==> config.mk <==
export PLATFORM = sky130hd
export DESIGN_NAME = gp_poller
export DESIGN_NICKNAME = d
export VERILOG_FILES = /design/src/rtl/gp_pkg.sv /design/src/rtl/gp_read_engine.sv /design/src/rtl/gp_voter.sv /design/src/rtl/gp_window.sv /design/src/rtl/gp_poller.sv
export SDC_FILE = /design/constraint.sdc
export NUM_CORES = 1
export LEC_CHECK = 0
export BUFFER_PORTS_ARGS = -buffer_cell sky130_fd_sc_hd__buf_2
export CAP_MARGIN = 40
export CORE_MARGIN = 5
export CORE_UTILIZATION = 38
export CTS_CLUSTER_SIZE = 8
export DETAILED_ROUTE_END_ITERATION = 12
export GPL_TIMING_DRIVEN = 0
export SETUP_SLACK_MARGIN = 0.15
export SLEW_MARGIN = 10
export SYNTH_ARGS = -nofsm -noshare
export SYNTH_HDL_FRONTEND = slang
export SYNTH_SLANG_ARGS = --single-unit
==> constraint.sdc <==
create_clock -name clk -period 2.7 [get_ports clk]
set_input_delay 0.135 -clock clk [delete_from_list [all_inputs] [get_ports clk]]
set_output_delay 0.135 -clock clk [all_outputs]
set_load 0.005 [all_outputs]
==> src/rtl/gp_pkg.sv <==
package gp_pkg;
  typedef enum logic [2:0] {
    E_IDLE,
    E_LATCH,
    E_SAMP,
    E_HIGH,
    E_LOW
  } eng_state_t;

  typedef enum logic [1:0] {
    T_IDLE,
    T_RUN,
    T_DONE
  } top_state_t;
endpackage

==> src/rtl/gp_read_engine.sv <==
module gp_read_engine
  import gp_pkg::*;
#(
  parameter int BITS     = 8,
  parameter int STB_CYC  = 2,
  parameter int HALF_CYC = 4
) (
  input  logic            clk,
  input  logic            rst_n,
  input  logic            go,
  input  logic            din,
  output logic            latch,
  output logic            sclk,
  output logic            busy,
  output logic            fin,
  output logic [BITS-1:0] rd_byte
);
  localparam int TMAX = (STB_CYC > HALF_CYC) ? STB_CYC : HALF_CYC;
  localparam int TW   = $clog2(TMAX + 1);
  localparam int BW   = $clog2(BITS);

  eng_state_t      st;
  logic [TW-1:0]   tmr;
  logic [BW-1:0]   bitn;
  logic [BITS-1:0] sr;

  assign latch   = (st == E_LATCH);
  assign sclk    = (st == E_HIGH);
  assign busy    = (st != E_IDLE);
  assign rd_byte = sr;

  always_ff @(posedge clk or negedge rst_n) begin
    if (!rst_n) begin
      st   <= E_IDLE;
      tmr  <= '0;
      bitn <= '0;
      sr   <= '0;
      fin  <= 1'b0;
    end else begin
      fin <= 1'b0;
      case (st)
        E_IDLE: if (go) begin
          st  <= E_LATCH;
          tmr <= TW'(STB_CYC - 1);
        end
        E_LATCH: if (tmr == '0) st <= E_SAMP;
                 else tmr <= tmr - 1'b1;
        E_SAMP: begin
          sr  <= {din, sr[BITS-1:1]};
          st  <= E_HIGH;
          tmr <= TW'(HALF_CYC - 1);
        end
        E_HIGH: if (tmr == '0) begin
          st  <= E_LOW;
          tmr <= TW'(HALF_CYC - 1);
        end else tmr <= tmr - 1'b1;
        E_LOW: if (tmr == '0) begin
          if (bitn == BW'(BITS - 1)) begin
            st   <= E_IDLE;
            bitn <= '0;
            fin  <= 1'b1;
          end else begin
            bitn <= bitn + 1'b1;
            st   <= E_SAMP;
          end
        end else tmr <= tmr - 1'b1;
        default: st <= E_IDLE;
      endcase
    end
  end
endmodule

==> src/rtl/gp_voter.sv <==
module gp_voter #(
  parameter int W = 8
) (
  input  logic [W-1:0] a,
  input  logic [W-1:0] b,
  input  logic [W-1:0] c,
  input  logic         third,
  output logic         ok,
  output logic [W-1:0] val
);
  function automatic logic [W:0] pick(input logic [W-1:0] x, y, z, input logic t);
    if (!t)          return {x == y, x};
    else if (x == y) return {1'b1, x};
    else if (x == z) return {1'b1, x};
    else if (y == z) return {1'b1, y};
    else             return {1'b0, x};
  endfunction

  logic [W:0] res;
  assign res = pick(a, b, c, third);
  assign ok  = res[W];
  assign val = res[W-1:0];
endmodule

==> src/rtl/gp_window.sv <==
module gp_window #(
  parameter int BUDGET = 428
) (
  input  logic clk,
  input  logic rst_n,
  input  logic clr,
  input  logic run,
  output logic over,
  output logic [$clog2(BUDGET+1)-1:0] count
);
  localparam int CW = $clog2(BUDGET + 1);

  always_ff @(posedge clk or negedge rst_n) begin
    if (!rst_n)                              count <= '0;
    else if (clr)                            count <= '0;
    else if (run && count != CW'(BUDGET))    count <= count + 1'b1;
  end

  assign over = (count >= CW'(BUDGET));
endmodule

==> src/rtl/gp_poller.sv <==
module gp_poller
  import gp_pkg::*;
#(
  parameter int BITS     = 8,
  parameter int PORTS    = 2,
  parameter int STB_CYC  = 2,
  parameter int HALF_CYC = 4,
  parameter int BUDGET   = 428
) (
  input  logic                       clk,
  input  logic                       rst_n,
  input  logic                       start,
  input  logic [PORTS-1:0]           pad_data,
  input  logic [PORTS-1:0]           pad_exp,
  output logic [PORTS-1:0]           pad_latch,
  output logic [PORTS-1:0]           pad_clk,
  output logic [PORTS-1:0][BITS-1:0] pad_value,
  output logic [PORTS-1:0]           valid,
  output logic                       done,
  output logic                       overrun
);
  localparam int PW = (PORTS > 1) ? $clog2(PORTS) : 1;
  localparam int CW = $clog2(BUDGET + 1);

  top_state_t      tst;
  logic [PW-1:0]   port_idx;
  logic [1:0]      rd;
  logic            launch;
  logic [BITS-1:0] slot0, slot1;

  logic            eng_latch, eng_sclk, eng_busy, eng_fin, eng_din;
  logic [BITS-1:0] eng_byte;
  logic            v_ok;
  logic [BITS-1:0] v_val, v_b;
  logic            wnd_over;
  logic [CW-1:0]   wnd_count;

  // named internal events for the checker
  logic busy, read_fin, decide, port_done;
  assign busy      = (tst != T_IDLE);
  assign read_fin  = eng_fin;
  assign decide    = (rd == 2'd2) || (rd == 2'd1 && v_ok);
  assign port_done = (tst == T_RUN) && eng_fin && decide;
  assign done      = (tst == T_DONE);

  assign eng_din = pad_data[port_idx] | pad_exp[port_idx];

  for (genvar p = 0; p < PORTS; p++) begin : g_port
    assign pad_latch[p] = eng_latch && (port_idx == PW'(p));
    assign pad_clk[p]   = eng_sclk  && (port_idx == PW'(p));
  end

  gp_read_engine #(.BITS(BITS), .STB_CYC(STB_CYC), .HALF_CYC(HALF_CYC)) u_eng (
    .clk(clk), .rst_n(rst_n), .go(launch), .din(eng_din),
    .latch(eng_latch), .sclk(eng_sclk), .busy(eng_busy), .fin(eng_fin),
    .rd_byte(eng_byte)
  );

  assign v_b = (rd == 2'd1) ? eng_byte : slot1;

  gp_voter #(.W(BITS)) u_vote (
    .a(slot0), .b(v_b), .c(eng_byte), .third(rd == 2'd2),
    .ok(v_ok), .val(v_val)
  );

  gp_window #(.BUDGET(BUDGET)) u_wnd (
    .clk(clk), .rst_n(rst_n), .clr(launch && rd == 2'd0),
    .run(tst == T_RUN), .over(wnd_over), .count(wnd_count)
  );

  always_ff @(posedge clk or negedge rst_n) begin
    if (!rst_n) begin
      tst       <= T_IDLE;
      port_idx  <= '0;
      rd        <= '0;
      launch    <= 1'b0;
      slot0     <= '0;
      slot1     <= '0;
      pad_value <= '0;
      valid     <= '0;
      overrun   <= 1'b0;
    end else begin
      launch <= 1'b0;
      case (tst)
        T_IDLE: if (start) begin
          tst      <= T_RUN;
          port_idx <= '0;
          rd       <= '0;
          launch   <= 1'b1;
          overrun  <= 1'b0;
        end
        T_RUN: if (eng_fin) begin
          if (decide) begin
            if (v_ok) pad_value[port_idx] <= v_val;
            valid[port_idx] <= v_ok;
            if (wnd_over) overrun <= 1'b1;
            if (port_idx == PW'(PORTS - 1)) tst <= T_DONE;
            else begin
              port_idx <= port_idx + 1'b1;
              rd       <= '0;
              launch   <= 1'b1;
            end
          end else begin
            if (rd == 2'd0) slot0 <= eng_byte;
            else            slot1 <= eng_byte;
            rd     <= rd + 1'b1;
            launch <= 1'b1;
          end
        end
        T_DONE: tst <= T_IDLE;
        default: tst <= T_IDLE;
      endcase
    end
  end
endmodule

==> results of run 1 <==
## cell type report
| type | instances | area share, % |
|---|---|---|
| multi-input cells | 228 | 43.5 |
| flip-flops and latches | 68 | 36.4 |
| repair buffers | 51 | 8.68 |
| well taps | 129 | 3.45 |
| clock buffers | 12 | 3.32 |
| plain buffers | 19 | 2.06 |
| inverters | 19 | 1.53 |
| clock inverters | 4 | 1.02 |
## worst reg2reg max path, stage by stage, from the launching register on
cell and delay (ps):
dfrtp_1 390, inv_2 80, ha_4 150, buf_12 160
mux2i_4 300, xnor2_2 120, nor4_4 260, buf_4 180
nand2_2 90, buf_6 150, a211oi_4 210, buf_4 170
buf_16 110, mux2_4 290
## stage by stage
| step | TNS, ps | hold slack (ps) | instance area (um^2) | power [mW] |
|---|---|---|---|---|
| detailed placement | -4580 | 63.3 | 4180 | 1.49 |
| finish | -1650 | 80.8 | 4670 | 2.37 |
| global route | -3740 | 77.5 | 4670 | 2.47 |
| floorplan | 0 | -161 | 3840 | 1.40 |
| CTS | -904 | 62.8 | 4620 | 2.38 |
| global placement | -4110 | 412 | 4150 | 1.48 |
## power groups by stage
stage                     clock network [mW]  logic, mW  registers [mW]
after floorplan                            0      0.264            1.14
final                                  0.858      0.377            1.13
after CTS                              0.878      0.369            1.13
after detailed placement                   0      0.343            1.15
after global placement                     0      0.331            1.15
after global routing                   0.920      0.416            1.14
## Yosys cell counts, drive strengths merged
cell,number
dfrtp,68
mux2,42
nand2,21
xnor2,20
inv,19
a21oi,17
nor2,17
mux2i,16
clkbuf,15
o21ai,11
ha,9
nor3,9
xor2,9
nand2b,5
nand4,5
nor2b,5
a31oi,4
buf,4
nor4,4
o22ai,4
or3,4
a211oi,3
a21o,3
and2,3
nand3,3
o31ai,2
a2111oi,1
a21boi,1
a22oi,1
a31o,1
a41o,1
and3,1
and3b,1
nand4bb,1
nor3b,1
o21a,1
o31a,1
o32ai,1
## how the worst max path moves through the flow
stage / to / slack [ps] / cells past startpoint
floorplan: pad_value[0]$_DFFE_PN0P_ / 40 / 9
global placement: pad_value[3]$_DFFE_PN0P_ / -270 / 9
detailed placement: pad_value[3]$_DFFE_PN0P_ / -300 / 9
CTS: pad_value[13]$_DFFE_PN0P_ / -70 / 13
global route: pad_value[5]$_DFFE_PN0P_ / -170 / 10
finish: pad_value[13]$_DFFE_PN0P_ / -80 / 13
## registers in the layout (all words and copies together) (netlist names)
name and cells:
pad_value 16, u_wnd.count 9, slot0 8, slot1 8, u_eng.rd_byte 8, u_eng.bitn 3
u_eng.st 3, u_eng.tmr 3, rd 2, tst 2, valid 2, launch 1
overrun 1, port_idx 1, u_eng.fin 1
## per-layer routing
metal	vias to the layer above	routed length, um	GRT usage [%]
met5	-	0	0
met4	0	119	5.95
met3	11	226	2.33
met2	37	3380	21.2
met1	1231	3710	19.0
li1	1290	-	-
## kinds of logic (layout without fill, tap and decap cells)
family / Yosys count / count (layout) / share of synthesized area [%]
and+or+nand+nor: 80 / 80 / 12.1
DFF: 68 / 68 / 46.7
muxes: 58 / 58 / 17.5
AOI/OAI and AO/OA: 52 / 52 / 9.57
buffers and inverters: 38 / 105 / 4.19
xor gates and xnor gates: 29 / 29 / 6.96
adders and majority gates: 9 / 9 / 3.09
## repair_timing
item,CTS,global route
endpoints found under the setup margin,26,27
resized for setup,15,5
pin swaps,8,6
setup buffers,15,3
gates cloned,1,0
endpoints found under the hold margin,23,0
hold buffers,1,0
==> summary.txt, run 1 <==
Library cells used by synthesis: 45
Buffer and inverter count on the worst path: 6
GP Congestion: 0.815
Final Cycle Share: 103%
Worst EP required: 2930 ps
DP Cell Count: 494
Worst-path fanout max: 8
Die W: 108 um
Hpwl dp: 5.18 mm
Fin. Hold Viols: 0
CTS buffer count: 9
Post-route insts no fill: 530
Core area: 9280 um^2
Wire length of the first global-routing pass: 12.7 mm
RSZ-0062 raised after global routing: yes
RR Endpoint: pad_value[13]$_DFFE_PN0P_
Startpoint Class: flop
Antenna Cells: 0
Data arrival, critical path: 3010 ps
Post-Synthesis Cells: 334
Switching power: 0.639 mW
# DRC: 0
Final Max Slew Viols: 0
Fin nets: 412
Hold Crit Class: input pin to flop
Synth top area share: 46.7%
Initial antenna violation count: 0
Die H: 108 um
Hold_sp: start
Warnings from Yosys: 0
Most frequent cells in the layout: 68 x dfrtp_1, 30 x buf_2, 26 x mux2_2
Endpoints failing setup: 24
Outcome: finished, violations left
Clock skew: 9.55 ps
Max-cap violations: 0
FF-to-FF path depth: 13
Most common cell after layout, fill and taps aside: dfrtp_1
DRT Wirelength: 7.43 mm
Max incr delay on CP: 390 ps
Comb pwr share: 15.9%
Worst-margin pin slew: 597 ps
Most used cell, CP: buf_4
CP endpoint kind: flop
Mapped cell area: 3650 um^2
Clk network pwr share: 36.3%
CTS Sinks: 68
Fin crit period: 2780 ps
Clk Latency, worst-skew pair: 340 ps
I/O Pins: 31
P per Cell Area: 507 nW/um^2
# rows: 35
Critical path class: flop to flop
Final Util: 50.3%
#FFs+latches synth: 68
Max Clk Rate: 360 MHz
DP Worst Slack: -299 ps
Clock transition at the registers of the reported paths: 70 ps
Reg2reg setup slack: -80 ps
CP startpoint: rd[1]$_DFFE_PN0P_
Synthesized netlist net count: 350
Sw frac: 27.0%
Area of the die: 11700 um^2
Vias in the first global route: 2558
Initial drt markers: 74
Max_slew headroom: 60.2%
Synth area leader: dfrtp_1
Sequential area share after synthesis: 46.7%
CTS tree: yes
Failing checks: negative setup slack
Vias per cell: 4.85
Hold Path End: tst[0]$_DFFE_PN0P_
Filler cells: 821
P&R area growth vs syn: 28.1%
Port Buffers: 30
Reg area: 1700 um^2
CTS H-tree depth: 3
Initial core utilization: 39.3%
Worst Hold Path Cells: 3
Total internal power: 1.73 mW
CTS root buffer: clkbuf_8
TritonRoute pass-1 iters: 4
Overall Global Routing Usage: 13.7%
Largest cells by area after synthesis: dfrtp_1 47%, mux2_2 13%, xnor2_1 4.8%
Slowest CP cell: dfrtp_1
Flop pwr share: 47.8%
Average cell area after synthesis: 10.9 um^2
Clock Path Buffers: 2
DR vias: 2569
Setup WS post-layout: -79.5 ps
Crit path max-delay family: buffers and inverters
Largest net degree at the start of global routing: 46
Area of the multi-input gates: 2030 um^2
Grt total ovfl: 0
Worst vdd ir: 0.212 mV
Share of cells above drive strength 1: 33.7%
Remaining antenna violation count: 0
WL per Instance: 14.0 um
CP cell instances: inv_2 -> ha_4 -> buf_12 -> mux2i_4 -> xnor2_2 -> nor4_4 -> buf_4 -> nand2_2 -> buf_6 -> a211oi_4 -> buf_4 -> buf_16 -> mux2_4
Leakage dissipation: 2.10 nW
R2R Path Start: rd[1]$_DFFE_PN0P_
Note: power is estimated with default switching activity, not from simulation.
==> inputs of run 2 (changes only) <==
--- a/config.mk
+++ b/config.mk
@@ -5,6 +5,7 @@
 export SDC_FILE = /design/constraint.sdc
 export NUM_CORES = 1
 export LEC_CHECK = 0
+export ABC_AREA = 1
 export BUFFER_PORTS_ARGS = -buffer_cell sky130_fd_sc_hd__buf_2
 export CAP_MARGIN = 40
 export CORE_MARGIN = 5
==> run 2 against run 1 <==
  * The run now ends clean
  * Register-to-register slack gained 500 ps
  * Worst setup slack gained 500 ps
  * Total power grew 61%
  * Non-clock buffer count shrank 31
  * First-iteration DRC count grew 99%
  * Design area shrank 8.2%
  * Worst hold slack is essentially flat
  * Via count grew 18%
  * Critical path type unchanged
  * Largest cell class unchanged
==> summary.txt, run 2 <==
Outcome: finished, final reports clean
CTS H-tree depth: 3 (unchanged)
Worst vdd ir: 0.276 mV (+30%)
Commonest cells post-synth: 154 x nand2_1, 68 x dfrtp_1, 50 x inv_1
Synth area leader: dfrtp_1
Average cell area after synthesis: 7.85 um^2 (-28%)
CTS root buffer: clkbuf_8
DP Worst Slack: 408 ps (+706 ps)
Largest net degree at the start of global routing: 36 (-22%)
GR Util met2: 22.9% (+1.7 points)
Antenna Cells: 0 (unchanged)
Simple-gate share of the synthesized area: 32.9% (+21 points)
Sequential area share after synthesis: 45.7% (-0.93 points)
Hpwl dp: 5.92 mm (+14%)
Startpoint Class: flop
Post-CTS Setup Inserts: 0 (-15)
Final Util: 44.5% (-5.9 points)
Vias per cell: 4.65 (-4.2%)
GP Congestion: 0.831 (+1.9%)
Largest cells by area after synthesis: dfrtp_1 46%, nand2_1 16%, nand3_1 6.1%
Top FF cell, synth: dfrtp_1
Remaining antenna violation count: 0 (unchanged)
DR vias: 3043 (+18%)
Final Cycle Share: 84.5% (-18 points)
Setup WS post-layout: 418 ps (+498 ps)
Warnings from Yosys: 0 (unchanged)
Grt total ovfl: 0 (unchanged)
#FFs+latches synth: 68 (unchanged)
Fin crit period: 2280 ps (-498 ps)
Port Buffers: 30 (unchanged)
P&R area growth vs syn: 15.2%
Endpoints failing setup: 0 (-100%)
Worst-path fanout max: 10 (+2)
Most frequent cells in the layout: 154 x nand2_1, 68 x dfrtp_1, 50 x inv_1
Most common cell after layout, fill and taps aside: nand2_1
Final Max Slew Viols: 0 (unchanged)
Fin nets: 533 (+29%)
Clock transition at the registers of the reported paths: 70 ps (about the same)
Worst EP required: 2940 ps (about the same)
Mux contribution to synthesized area: 0% (-17 points)
Overall Global Routing Usage: 14.7% (+0.96 points)
Max_slew headroom: 60.1% (-0.12 points)
# hold bufs at CTS: 1 (unchanged)
Synth Area in Compound Gates: 9.75% (+0.18 points)
Post-synth ARST share: 100% (unchanged)
CTS buffer count: 9 (unchanged)
Hold Crit Class: input pin to flop
# rows: 36 (+2.9%)
I/O Pins: 31 (unchanged)
Worst-margin pin slew: 599 ps (+1.78 ps)
Post-Synthesis Cells: 474 (+42%)
DRT Wirelength: 7.72 mm (+3.9%)
Vias in the first global route: 2995 (+17%)
Xor/xnor cell area share of the yosys netlist: 2.12% (-4.8 points)
Initial core utilization: 38.6% (-0.68 points)
GRT met1 Usage: 19.0% (+0.027 points)
RSZ-0062 raised after global routing: no
Core area: 9640 um^2 (+3.8%)
Setup total negative slack: 0 ps (+1650 ps)
WL per Instance: 11.8 um (-16%)
Mapped cell area: 3720 um^2 (+2.0%)
Most frequent cell after synthesis: nand2_1
Initial antenna violation count: 0 (unchanged)
CTS tree: yes
Area of the die: 11900 um^2 (+1.8%)
CTS Sinks: 68 (unchanged)
P per Cell Area: 891 nW/um^2 (+76%)
Resized Gates After CTS: 0 (-15)
Max-cap violations: 0 (unchanged)
# DRC: 0 (unchanged)
Die H: 109 um (+0.91%)
Share of cells above drive strength 1: 14.4% (-19 points)
Top Registers: pad_value: 16 flops, u_wnd.count: 9 flops
Clk Latency, worst-skew pair: 350 ps (about the same)
Combinational family with the most area after synthesis: simple AND/OR/NAND/NOR gates
Max Clk Rate: 438 MHz (+22%)
GR Util met3: 4.09% (+1.8 points)
Critical path class: flop to flop
Clock skew: 7.12 ps (-2.43 ps)
Biggest register: pad_value
Initial drt markers: 147 (+99%)
Leakage dissipation: 2.28 nW (+8.8%)
Synthesized netlist net count: 490 (+40%)
Post-synth EDFFs: 0 (unchanged)
Wire length of the first global-routing pass: 13.8 mm (+9.2%)
GRT busiest layer: met2
Data arrival, critical path: 2520 ps (-490 ps)
Post-Synth Adder-Cell Area: 3.03% (-0.061 points)
Die W: 109 um (+0.91%)
Fin. Hold Viols: 0 (unchanged)
CP endpoint kind: flop
Synth top area share: 45.7% (-0.93 points)
Clock Path Buffers: 2 (unchanged)
TritonRoute pass-1 iters: 4 (unchanged)
Library cells used by synthesis: 33 (-27%)
Max reg flops: 16 (unchanged)
-- run 2: changes by cell type in the layout (fill, tap and decap cells not counted), sizes merged, moves of 6 or more --
cell    previous run  this run
xor2               9         1
clkbuf            27        14
nand3              3        46
buf               54        35
o21ai             11        47
inv               19        51
nand3b             0         6
a21oi             17        10
mux2              42         0
nor2              17        32
nand2             21       169
xnor2             20         8
mux2i             16         0
-- run 2: layout make-up --
class                      instances  area (um^2)
clock inverter                     5         75.1
buffer                             7         48.8
multi-input combinational        348         1780
sequential                        68         1700
timing repair buffer              32          183
fill                             988         5350
tap                              133          166
inverter                          51          191
clock buffer                      11          141
-- run 2: report_power, final --
group	internal, mW	switching [mW]
combinational	0.545	0.975
sequential	1.20	0.182
clock	0.540	0.380
total	2.28	1.54
-- run 2: cell families after synthesis --
group | after synthesis
compound gates | 66
buf+inv | 58
simple gates | 264
xor+xnor | 9
fa+ha+maj | 9
flops | 68
-- run 2: per-stage QoR --
| step | cells | power [mW] | instance area, um^2 | hold slack, ps |
|---|---|---|---|---|
| after floorplan | 474 | 2.58 | 3720 | -161 |
| after global placement | 637 | 2.89 | 4040 | 441 |
| after detailed placement | 638 | 2.92 | 4060 | 109 |
| after CTS | 655 | 3.86 | 4290 | 66.8 |
| after global routing | 655 | 4.14 | 4290 | 77.4 |
| final | 655 | 3.82 | 4290 | 81.2 |
-- run 2: worst max-delay path: stages (launching register included) --
cell     delay, ps
dfrtp_1        370
inv_1           70
ha_1           200
inv_2          110
buf_6          170
nand2_2         70
nand2_2         80
nand2_1         50
nand2_1         50
nand3_1         90
nor2_2         130
nand3_2        110
nand2_2        120
nand2_4        110
nor2_8         190
nand2_4        110
nand2_1         70
nand2_1         50
-- run 2: final timing paths --
path	start	end	slack [ps]	cells past startpoint
worst max-delay path	rd[1]$_DFFE_PN0P_	pad_value[3]$_DFFE_PN0P_	420	17
worst min-delay path	start	overrun$_DFFE_PN0P_	80	4
worst max register to register	rd[1]$_DFFE_PN0P_	pad_value[3]$_DFFE_PN0P_	420	17
worst min register to register	pad_value[10]$_DFFE_PN0P_	pad_value[10]$_DFFE_PN0P_	470	2
max in group asynchronous	rst_n	pad_value[15]$_DFFE_PN0P_	1900	3
min in group asynchronous	rst_n	u_eng.tmr[0]$_DFFE_PN0P_	260	2
-- run 2: per-layer routing --
layer	wire (um)	share of wire (%)	vias up
met2	3450	45	43
met5	0	0	-
met3	288	3.7	9
met1	3820	49	1372
li1	-	-	1619
met4	166	2.2	0
==> inputs of run 3 (changes only) <==
--- a/config.mk
+++ b/config.mk
@@ -5,7 +5,7 @@
 export SDC_FILE = /design/constraint.sdc
 export NUM_CORES = 1
 export LEC_CHECK = 0
-export ABC_AREA = 1
+export ABC_AREA = 0
 export BUFFER_PORTS_ARGS = -buffer_cell sky130_fd_sc_hd__buf_2
 export CAP_MARGIN = 40
 export CORE_MARGIN = 5
==> constraint.sdc (replaced) <==
create_clock -name clk -period 2.2 [get_ports clk]
set_input_delay 0.11 -clock clk [delete_from_list [all_inputs] [get_ports clk]]
set_output_delay 0.11 -clock clk [all_outputs]
set_load 0.005 [all_outputs]
==> run 3 against run 2 <==
  * Fmax shrank 15%
  * Highest routed layer unchanged
  * Largest power group is now sequential cells
  * Global-route usage down 0.22 points
  * Total power shrank 19%
  * The flow now finishes with violations (negative setup slack)
  * Critical endpoint unchanged
==> summary.txt, run 3 (same netlist as run 1, synthesis figures left out) <==
Filler cells: 833 (-16%)
Final hold slack: 65.5 ps (-15.8 ps)
Final Cycle Share: 122% (+38 points)
R2R Path Start: rd[1]$_DFFE_PN0P_
Startpoint Class: flop
Slowest CP cell: dfrtp_1
Most frequent cells in the layout: 68 x dfrtp_1, 30 x buf_2, 24 x mux2_4
Most common cell after layout, fill and taps aside: dfrtp_1
Fin nets: 419 (-21%)
Critical path class: flop to flop
Hold Crit Class: input pin to flop
P per Cell Area: 643 nW/um^2 (-28%)
Max incr delay on CP: 390 ps (+20 ps)
Crit. path cell count: 12 (-5)
CP cell instances: inv_2 -> ha_4 -> buf_12 -> mux2i_4 -> xnor2_2 -> nor4_4 -> buf_4 -> a31oi_4 -> buf_4 -> a2111oi_4 -> buf_6 -> mux2_4
CP startpoint: rd[1]$_DFFE_PN0P_
Final Max Slew Viols: 0 (unchanged)
Port Buffers: 30 (unchanged)
Biggest register: pad_value
FF-to-FF path depth: 12 (-5)
DRT Wirelength: 7.80 mm (+1.0%)
Failing checks: negative setup slack
Max reg flops: 16 (unchanged)
Wire length of the first global-routing pass: 13.3 mm (-4.0%)
Antenna Cells: 0 (unchanged)
Worst-path fanout max: 9 (-1)
Max_slew headroom: 65.1% (+5.0 points)
Most used cell, CP: buf_4
Clk Latency, worst-skew pair: 350 ps (about the same)
Leakage dissipation: 2.16 nW (-5.3%)
Core area: 9280 um^2 (-3.7%)
Endpoints failing setup: 33 (+33)
Grt total ovfl: 0 (unchanged)
GP Congestion: 0.831 (about the same)
Worst Hold Path Cells: 3 (-1)
CTS Sinks: 68 (unchanged)
Die W: 108 um (-0.90%)
CTS root buffer: clkbuf_8
Clock skew: 7.21 ps (+0.0871 ps)
Overall Global Routing Usage: 14.5% (-0.22 points)
Worst vdd ir: 0.390 mV (+41%)
Outcome: finished, violations left
Data arrival, critical path: 2920 ps (+400 ps)
Initial antenna violation count: 0 (unchanged)
Initial core utilization: 39.3% (+0.68 points)
Clock Path Buffers: 2 (unchanged)
CTS tree: yes
Vias per cell: 4.95 (+6.5%)
# rows: 35 (-2.8%)
Max Clk Rate: 372 MHz (-15%)
TritonRoute pass-1 iters: 4 (unchanged)
Hold_sp: start
CP endpoint kind: flop
Total power: 3.11 mW (-19%)
Die H: 108 um (-0.90%)
Remaining antenna violation count: 0 (unchanged)
Buffer and inverter count on the worst path: 5 (+2)
Fin. Hold Viols: 0 (unchanged)
Worst-margin pin slew: 524 ps (-74.6 ps)
RSZ-0062 raised after global routing: yes
Clock transition at the registers of the reported paths: 80 ps (about the same)
Final Util: 52.1% (+7.6 points)
Initial drt markers: 68 (-54%)
Largest net degree at the start of global routing: 39 (+8.3%)
Crit path max-delay family: buffers and inverters
# DRC: 0 (unchanged)
Worst EP required: 2440 ps (-500 ps)
Share of cells above drive strength 1: 37.3% (+23 points)
I/O Pins: 31 (unchanged)
CTS H-tree depth: 3 (unchanged)
DR vias: 2651 (-13%)
Vias in the first global route: 2773 (-7.4%)
P&R area growth vs syn: 32.5%
Max-cap violations: 0 (unchanged)
CTS buffer count: 9 (unchanged)
Top Registers: pad_value: 16 flops, u_wnd.count: 9 flops
WL per Instance: 14.6 um (+23%)
Area of the die: 11700 um^2 (-1.8%)
Fin crit period: 2690 ps (+404 ps)
Setup WS post-layout: -486 ps (-904 ps)
Hpwl dp: 5.16 mm (-13%)
run 3: worst register-to-register path, stage by stage (launching register included):
cell	delay [ps]
dfrtp_1	390
inv_2	80
ha_4	150
buf_12	150
mux2i_4	270
xnor2_2	100
nor4_4	270
buf_4	180
a31oi_4	100
buf_4	150
a2111oi_4	220
buf_6	220
mux2_4	310
run 3: routing by layer:
layer / wire [um] / share of wire, % / GRT usage [%]
met1: 3450 / 44 / 17.1
met2: 3990 / 51 / 25.4
met3: 247 / 3.2 / 4.24
met4: 112 / 1.4 / 4.33
met5: 0 / 0 / 0
run 3: what timing repair did:
item / 4_1_cts / 5_1_grt
cloned: 1 / 0
hold endpoints to repair: 30 / 0
hold buffers: 1 / 0
setup buffers: 18 / 7
pin swaps: 12 / 5
gates resized for setup: 30 / 18
setup endpoints to repair: 33 / 38
run 3: area by class of cell:
type | count | area, um^2 | share of cell area, %
tap | 129 | 161 | 3.34
clock inverter | 6 | 114 | 2.36
multi-input combinational | 228 | 2090 | 43.3
buffer | 19 | 98.8 | 2.05
inverter | 19 | 71.3 | 1.48
sequential | 68 | 1700 | 35.2
clock buffer | 9 | 124 | 2.56
timing repair buffer | 58 | 468 | 9.68
run 3: path summary, 6_finish.rpt:
| kind | to | slack (ps) |
|---|---|---|
| setup reg to reg | pad_value[3]$_DFFE_PN0P_ | -490 |
| max in group asynchronous | u_eng.fin$_DFF_PN0_ | 1420 |
| hold / removal | tst[0]$_DFFE_PN0P_ | 70 |
| min in group asynchronous | slot1[3]$_DFFE_PN0P_ | 230 |
| setup / recovery | pad_value[3]$_DFFE_PN0P_ | -490 |
| hold reg to reg | overrun$_DFFE_PN0P_ | 490 |
run 3: metrics by stage:
step	TNS, ps	std cells	cell area [um^2]	setup WS (ps)
2_1_floorplan	-10090	334	3820	-448
3_3_place_gp	-18240	493	4130	-792
3_5_place_dp	-19760	494	4150	-825
4_1_cts	-12150	529	4720	-489
5_1_grt	-16050	536	4830	-596
6_report	-13220	536	4830	-486
run 3: report_power, final:
| part | switching [mW] | internal (mW) | total, mW |
|---|---|---|---|
| clock | 0.496 | 0.748 | 1.24 |
| sequential | 0.0667 | 1.32 | 1.39 |
| combinational | 0.252 | 0.225 | 0.477 |
